[src/rtl/dly_cfg_pkg.sv]
package dly_cfg_pkg;

  localparam int DEF_IN_W   = 4;
  localparam int DEF_OUT_W  = 3;
  localparam int DEF_OUT2_W = 4;

  typedef enum logic [1:0] {
    ACT_IDLE  = 2'b00,
    ACT_SHIFT = 2'b01,
    ACT_LOAD  = 2'b10,
    ACT_BOTH  = 2'b11
  } lane_act_e;

  function automatic lane_act_e decode_act(input logic en, input logic up);
    lane_act_e a;
    case ({up, en})
      2'b01:   a = ACT_SHIFT;
      2'b10:   a = ACT_LOAD;
      2'b11:   a = ACT_BOTH;
      default: a = ACT_IDLE;
    endcase
    return a;
  endfunction

  function automatic logic act_shifts(input lane_act_e a);
    return (a == ACT_SHIFT) || (a == ACT_BOTH);
  endfunction

  function automatic logic act_loads(input lane_act_e a);
    return (a == ACT_LOAD) || (a == ACT_BOTH);
  endfunction

endpackage

[src/rtl/dly_cfg_shreg.sv]
module dly_cfg_shreg #(
  parameter int W = 11
) (
  input  logic         clk,
  input  logic         rst,
  input  logic         en,
  input  logic         din,
  output logic [W-1:0] q
);

  function automatic logic [W-1:0] push_low(input logic [W-1:0] cur, input logic b);
    return {cur[W-2:0], b};
  endfunction

  always_ff @(posedge clk) begin
    if (rst) begin
      q <= '0;
    end else if (en) begin
      q <= push_low(q, din);
    end
  end

endmodule

[src/rtl/dly_cfg_hold.sv]
module dly_cfg_hold #(
  parameter int W = 11
) (
  input  logic         clk,
  input  logic         rst,
  input  logic         load,
  input  logic [W-1:0] d,
  output logic [W-1:0] q
);

  always_ff @(posedge clk) begin
    if (rst) begin
      q <= '0;
    end else if (load) begin
      q <= d;
    end
  end

endmodule

[src/rtl/dly_cfg_split.sv]
module dly_cfg_split #(
  parameter int IN_W   = 4,
  parameter int OUT_W  = 3,
  parameter int OUT2_W = 4,
  localparam int TOT_W = IN_W + OUT_W + OUT2_W
) (
  input  logic [TOT_W-1:0]  word,
  output logic [IN_W-1:0]   f_in,
  output logic [OUT_W-1:0]  f_out,
  output logic [OUT2_W-1:0] f_out2
);

  localparam int OUT2_LO = 0;
  localparam int OUT_LO  = OUT2_W;
  localparam int IN_LO   = OUT2_W + OUT_W;

  always_comb begin
    f_in   = word[IN_LO   +: IN_W];
    f_out  = word[OUT_LO  +: OUT_W];
    f_out2 = word[OUT2_LO +: OUT2_W];
  end

endmodule

[src/rtl/dly_cfg_lane.sv]
module dly_cfg_lane
  import dly_cfg_pkg::*;
#(
  parameter int IN_W   = DEF_IN_W,
  parameter int OUT_W  = DEF_OUT_W,
  parameter int OUT2_W = DEF_OUT2_W,
  localparam int TOT_W = IN_W + OUT_W + OUT2_W
) (
  input  logic              clk,
  input  logic              rst,
  input  logic              ser_din,
  input  logic              upd,
  input  logic              en,
  output logic [IN_W-1:0]   f_in,
  output logic [OUT_W-1:0]  f_out,
  output logic [OUT2_W-1:0] f_out2,
  output logic [TOT_W-1:0]  sreg,
  output logic              shift_fire,
  output logic              load_fire
);

  lane_act_e           act;
  logic [TOT_W-1:0]    hold;

  always_comb begin
    act        = decode_act(en, upd);
    shift_fire = act_shifts(act);
    load_fire  = act_loads(act);
  end

  dly_cfg_shreg #(.W(TOT_W)) u_shreg (
    .clk (clk),
    .rst (rst),
    .en  (shift_fire),
    .din (ser_din),
    .q   (sreg)
  );

  dly_cfg_hold #(.W(TOT_W)) u_hold (
    .clk  (clk),
    .rst  (rst),
    .load (load_fire),
    .d    (sreg),
    .q    (hold)
  );

  dly_cfg_split #(.IN_W(IN_W), .OUT_W(OUT_W), .OUT2_W(OUT2_W)) u_split (
    .word   (hold),
    .f_in   (f_in),
    .f_out  (f_out),
    .f_out2 (f_out2)
  );

endmodule

[src/rtl/dly_cfg_bank.sv]
module dly_cfg_bank
  import dly_cfg_pkg::*;
#(
  parameter int NUM_PINS = 2,
  parameter int IN_W     = DEF_IN_W,
  parameter int OUT_W    = DEF_OUT_W,
  parameter int OUT2_W   = DEF_OUT2_W
) (
  input  logic                       clk,
  input  logic                       rst,
  input  logic                       ser_din,
  input  logic                       upd,
  input  logic [NUM_PINS-1:0]        ena,
  output logic [NUM_PINS*IN_W-1:0]   in_dly,
  output logic [NUM_PINS*OUT_W-1:0]  out_dly,
  output logic [NUM_PINS*OUT2_W-1:0] out2_dly
);

  localparam int TOT_W = IN_W + OUT_W + OUT2_W;

  logic [NUM_PINS*TOT_W-1:0] sreg_flat;
  logic [NUM_PINS-1:0]       shift_fire;
  logic [NUM_PINS-1:0]       load_fire;

  for (genvar i = 0; i < NUM_PINS; i++) begin : g_lane
    dly_cfg_lane #(.IN_W(IN_W), .OUT_W(OUT_W), .OUT2_W(OUT2_W)) u_lane (
      .clk        (clk),
      .rst        (rst),
      .ser_din    (ser_din),
      .upd        (upd),
      .en         (ena[i]),
      .f_in       (in_dly[i*IN_W +: IN_W]),
      .f_out      (out_dly[i*OUT_W +: OUT_W]),
      .f_out2     (out2_dly[i*OUT2_W +: OUT2_W]),
      .sreg       (sreg_flat[i*TOT_W +: TOT_W]),
      .shift_fire (shift_fire[i]),
      .load_fire  (load_fire[i])
    );
  end

endmodule

[config.mk]
export PLATFORM = sky130hd
export DESIGN_NAME = dly_cfg_bank
export DESIGN_NICKNAME = d
export VERILOG_FILES = /design/src/rtl/dly_cfg_pkg.sv /design/src/rtl/dly_cfg_shreg.sv /design/src/rtl/dly_cfg_hold.sv /design/src/rtl/dly_cfg_split.sv /design/src/rtl/dly_cfg_lane.sv /design/src/rtl/dly_cfg_bank.sv
export SDC_FILE = /design/constraint.sdc
export NUM_CORES = 1
export LEC_CHECK = 0
export BUFFER_PORTS_ARGS = -buffer_cell sky130_fd_sc_hd__buf_2
export CORE_MARGIN = 2
export CORE_UTILIZATION = 44
export CTS_CLUSTER_DIAMETER = 40
export DETAILED_ROUTE_END_ITERATION = 8
export HOLD_SLACK_MARGIN = 0.03
export PLACE_DENSITY = 0.68
export SYNTH_ARGS = -nofsm -noshare
export SYNTH_HDL_FRONTEND = slang
export SYNTH_HIERARCHICAL = 1
export SYNTH_SLANG_ARGS = --single-unit
[constraint.sdc]
create_clock -name clk -period 0.8 [get_ports clk]
set_input_delay 0.08 -clock clk [delete_from_list [all_inputs] [get_ports clk]]
set_output_delay 0.08 -clock clk [all_outputs]
set_load 0.05 [all_outputs]
==> metrics.md <==
| Metric | Value |
|---|---|
| Number of global-route vias before repair | 1006 |
| Period utilisation layout | 1.09 |
| Final core occ | 0.569 |
| Initial DRC Count | 38 |
| NetSw | about 860 µW |
| #FFs+latches synth | 44 |
| Placed cells | 210 |
| DRT Pass-1 Iters | 4 |
| CP Buf/Inv Count | 1 |
| Starting Density | 0.465 |
| Drt wl/cell | about 12 µm |
| Post-Layout Cell Count | between 200 and 250 |
| Largest net degree at the start of global routing | 45 |
| Layout Skew | approximately 0.0038 ns |
| Max stage delay on crit path | approximately 0.35 ns |
| Syn nets | 172 |
| CTS Hold Buffers Added | 0 |
| Worst skew pair latency | approximately 0.29 ns |
| Max-slew headroom | 0.784 |
| Cell taking the most area after synthesis | dfxtp_1 |
| Core area | between 0.003 and 0.004 mm² |
| GRT Overall Usage | 0.141 |
| Top cells by count, synth | dfxtp_1 (44), mux2i_1 (44), nor2_1 (44), buf_4 (22), clkbuf_1 (8) |
| CTS sink cnt | 44 |
| Post-synthesis mux area share | 0.255 |
| Final HPWL DP | roughly 1700 µm |
| Post-Syn Area per Cell | between 10 and 15 µm² |
| Int Pwr | 3.01 mW |
| CP required | ~0.7 ns |
| Main combinational cell family by area after synthesis | multiplexers |
| Slowest CP cell | dfxtp_2 |
| XOR/XNOR Fraction of Synth Area | 0 |
| CTS tree | done |
| DRC violations left | 0 |
| Setup total negative slack | -1.38 ns |
| Gp weighted congestion | approximately 0.75 |
| DR vias/cell | between 4 and 5 |
| Simple-gate share of the synthesized area | 0.0957 |
| Max Freq | approximately 1100 MHz |
| Sequential share of power | 0.575 |
| Crit path max-delay family | flip-flops |
| Top FF cell, synth | dfxtp_1 |
| Max-cap violations | 0 |
| Max clock buf depth | 2 |
| Comb pwr share | 0.063 |
| Die height | 66.6 µm |
| Htree depth | 2 |
| Clk pwr share | 0.362 |
| Reg2Reg Setup Slack | 0.05 ns |
| Synth cell types | 6 |
| Type of destination of the critical path | output port |
| Arr. time, crit path | slightly below 0.8 ns |
| GRT Residual Overflow | 0 |
| Pwr Density | 1830 mW/mm² |
| Clk pin slew, worst setup/hold paths | 0.08 ns |
| Status | finished with violations |
| Fraction of registers with async set/reset | 0 |
| Die area | approximately 0.0044 mm² |
| Fin nets | between 150 and 200 |
| Post-synth EDFFs | 0 |
| Final setup violation count | 22 |
| Io pins | 28 |
| Clk root buf | clkbuf_8 |
| Most area-consuming cells after synthesis | dfxtp_1 (51%), mux2i_1 (26%), buf_4 (9.6%) |
| CP Launch Type | register |
| Violated checks | negative setup slack |
| Yosys warns | 6 |
| Total CTS buffers | 5 |
| Critical path, cell by cell | buf_6 |
| Top cell type's share of synthesized area | 0.510 |
| Worst Setup Slack, final | -0.0732 ns |
| Vias | just over 1k |
| PnR Total Power | 3.87 mW |
| Synth Area in Compound Gates | 0 |
| Worst hold margin | roughly 0.047 ns |
| I/O Buffers | 27 |
| Std-Cell Rows | 22 |
| Hold Fails Final Rpt | 0 |
| Diode count | 0 |
| Peak VDD IR | roughly 1000 µV |
| Leak pwr | between 0.9 and 1 nW |
| Sw Share | 0.222 |
| Critical path class | register to output port |
| First-pass GRT wire length | about 4600 µm |
| Slew @ Worst Pin | about 0.32 ns |
| Max-slew violations | 0 |
| Shortest period the worst path allows | between 0.8 and 0.9 ns |
| Antenna violations before repair | 0 |
| Seq/Total Area, Yosys | 0.510 |
| Antenna Nets Post-Route | 0 |
| Worst min path class | primary input to register |
| Max FO, Critical Path | 2 |
| Synthesized instance count | approximately 170 |
| Share of post-route cells with drive strength above 1 | 0.375 |
| Die width | between 60 and 70 µm |
| Area delta synth->final | 22.5% |
| Synth Area in Adders | 0 |
| Wirelength, routed | ~2700 µm |
| Unrepaired setup endpoints after global routing | true |
| Fillcell total | a little over 300 |
| Mapped Area | approximately 0.0017 mm² |
power groups by stage:
| stage | registers [mW] | logic [mW] | clock network, mW |
|---|---|---|---|
| 4_1_cts | 2.22 | 0.246 | 1.43 |
| 2_1_floorplan | 2.27 | 0.188 | 0 |
| 5_1_grt | 2.22 | 0.261 | 1.52 |
| 3_3_place_gp | 2.27 | 0.220 | 0 |
| 6_report | 2.22 | 0.244 | 1.40 |
| 3_5_place_dp | 2.27 | 0.226 | 0 |
cells by family after synthesis:
logic type,Yosys count
muxes,44
and+or+nand+nor,44
buffers and inverters,34
DFF,44
cells in the final DEF, fill, tap and decap left out:
cell / instances
buf_8: 19
clkinv_2: 2
mux2i_1: 44
buf_12: 3
dfxtp_1: 22
dfxtp_2: 22
buf_6: 3
buf_4: 6
clkbuf_8: 6
buf_2: 5
nor2_1: 44
state kept, by name (all words and copies together) (netlist names):
name,count
g_lane.u_lane/u_hold/q,22
g_lane.u_lane/u_shreg/q,22
repair_timing:
action / CTS / global route
gates resized for setup: 74 / 11
buffers inserted: 5 / 1
gates cloned: 0 / 0
endpoints found under the setup margin: 22 / 23
per-stage QoR:
| stage | instance area [µm²] | worst slack (ns) |
|---|---|---|
| 5_1_grt | 2120 | -0.100 |
| 2_1_floorplan | 1730 | 0.0776 |
| 3_5_place_dp | 1740 | -0.0218 |
| 6_report | 2120 | -0.0732 |
| 4_1_cts | 2070 | -0.0869 |
| 3_3_place_gp | 1740 | 0.0553 |
layer usage:
metal,part of all wire,vias up,GRT usage
met2,0.46,21,0.218
met5,0,-,0
li1,-,533,-
met1,0.47,466,0.173
met3,0.037,8,0.0355
met4,0.028,0,0.0918
cell type report:
cell class                      count  area, µm²  share of cell area
Multi-Input combinational cell     88        606               0.286
Tap cell                           48       60.1              0.0284
Clock inverter                      2       10.0             0.00473
Timing Repair Buffer               36        449               0.212
Clock buffer                        6       82.6              0.0390
Sequential cell                    44        908               0.429
worst paths after layout:
check,end,cells after the start,from
min,g_lane[1].u_lane/u_shreg/q[0]$_SDFFE_PP0P_,3,ser_din
max reg2reg,g_lane[1].u_lane/u_hold/q[0]$_SDFFE_PP0P_,3,g_lane[1].u_lane/u_hold/q[0]$_SDFFE_PP0P_
min reg2reg,g_lane[1].u_lane/u_hold/q[3]$_SDFFE_PP0P_,2,g_lane[1].u_lane/u_hold/q[3]$_SDFFE_PP0P_
max,out_dly[1],1,g_lane[0].u_lane/u_hold/q[5]$_SDFFE_PP0P_
(Power assumes the default switching activity.)
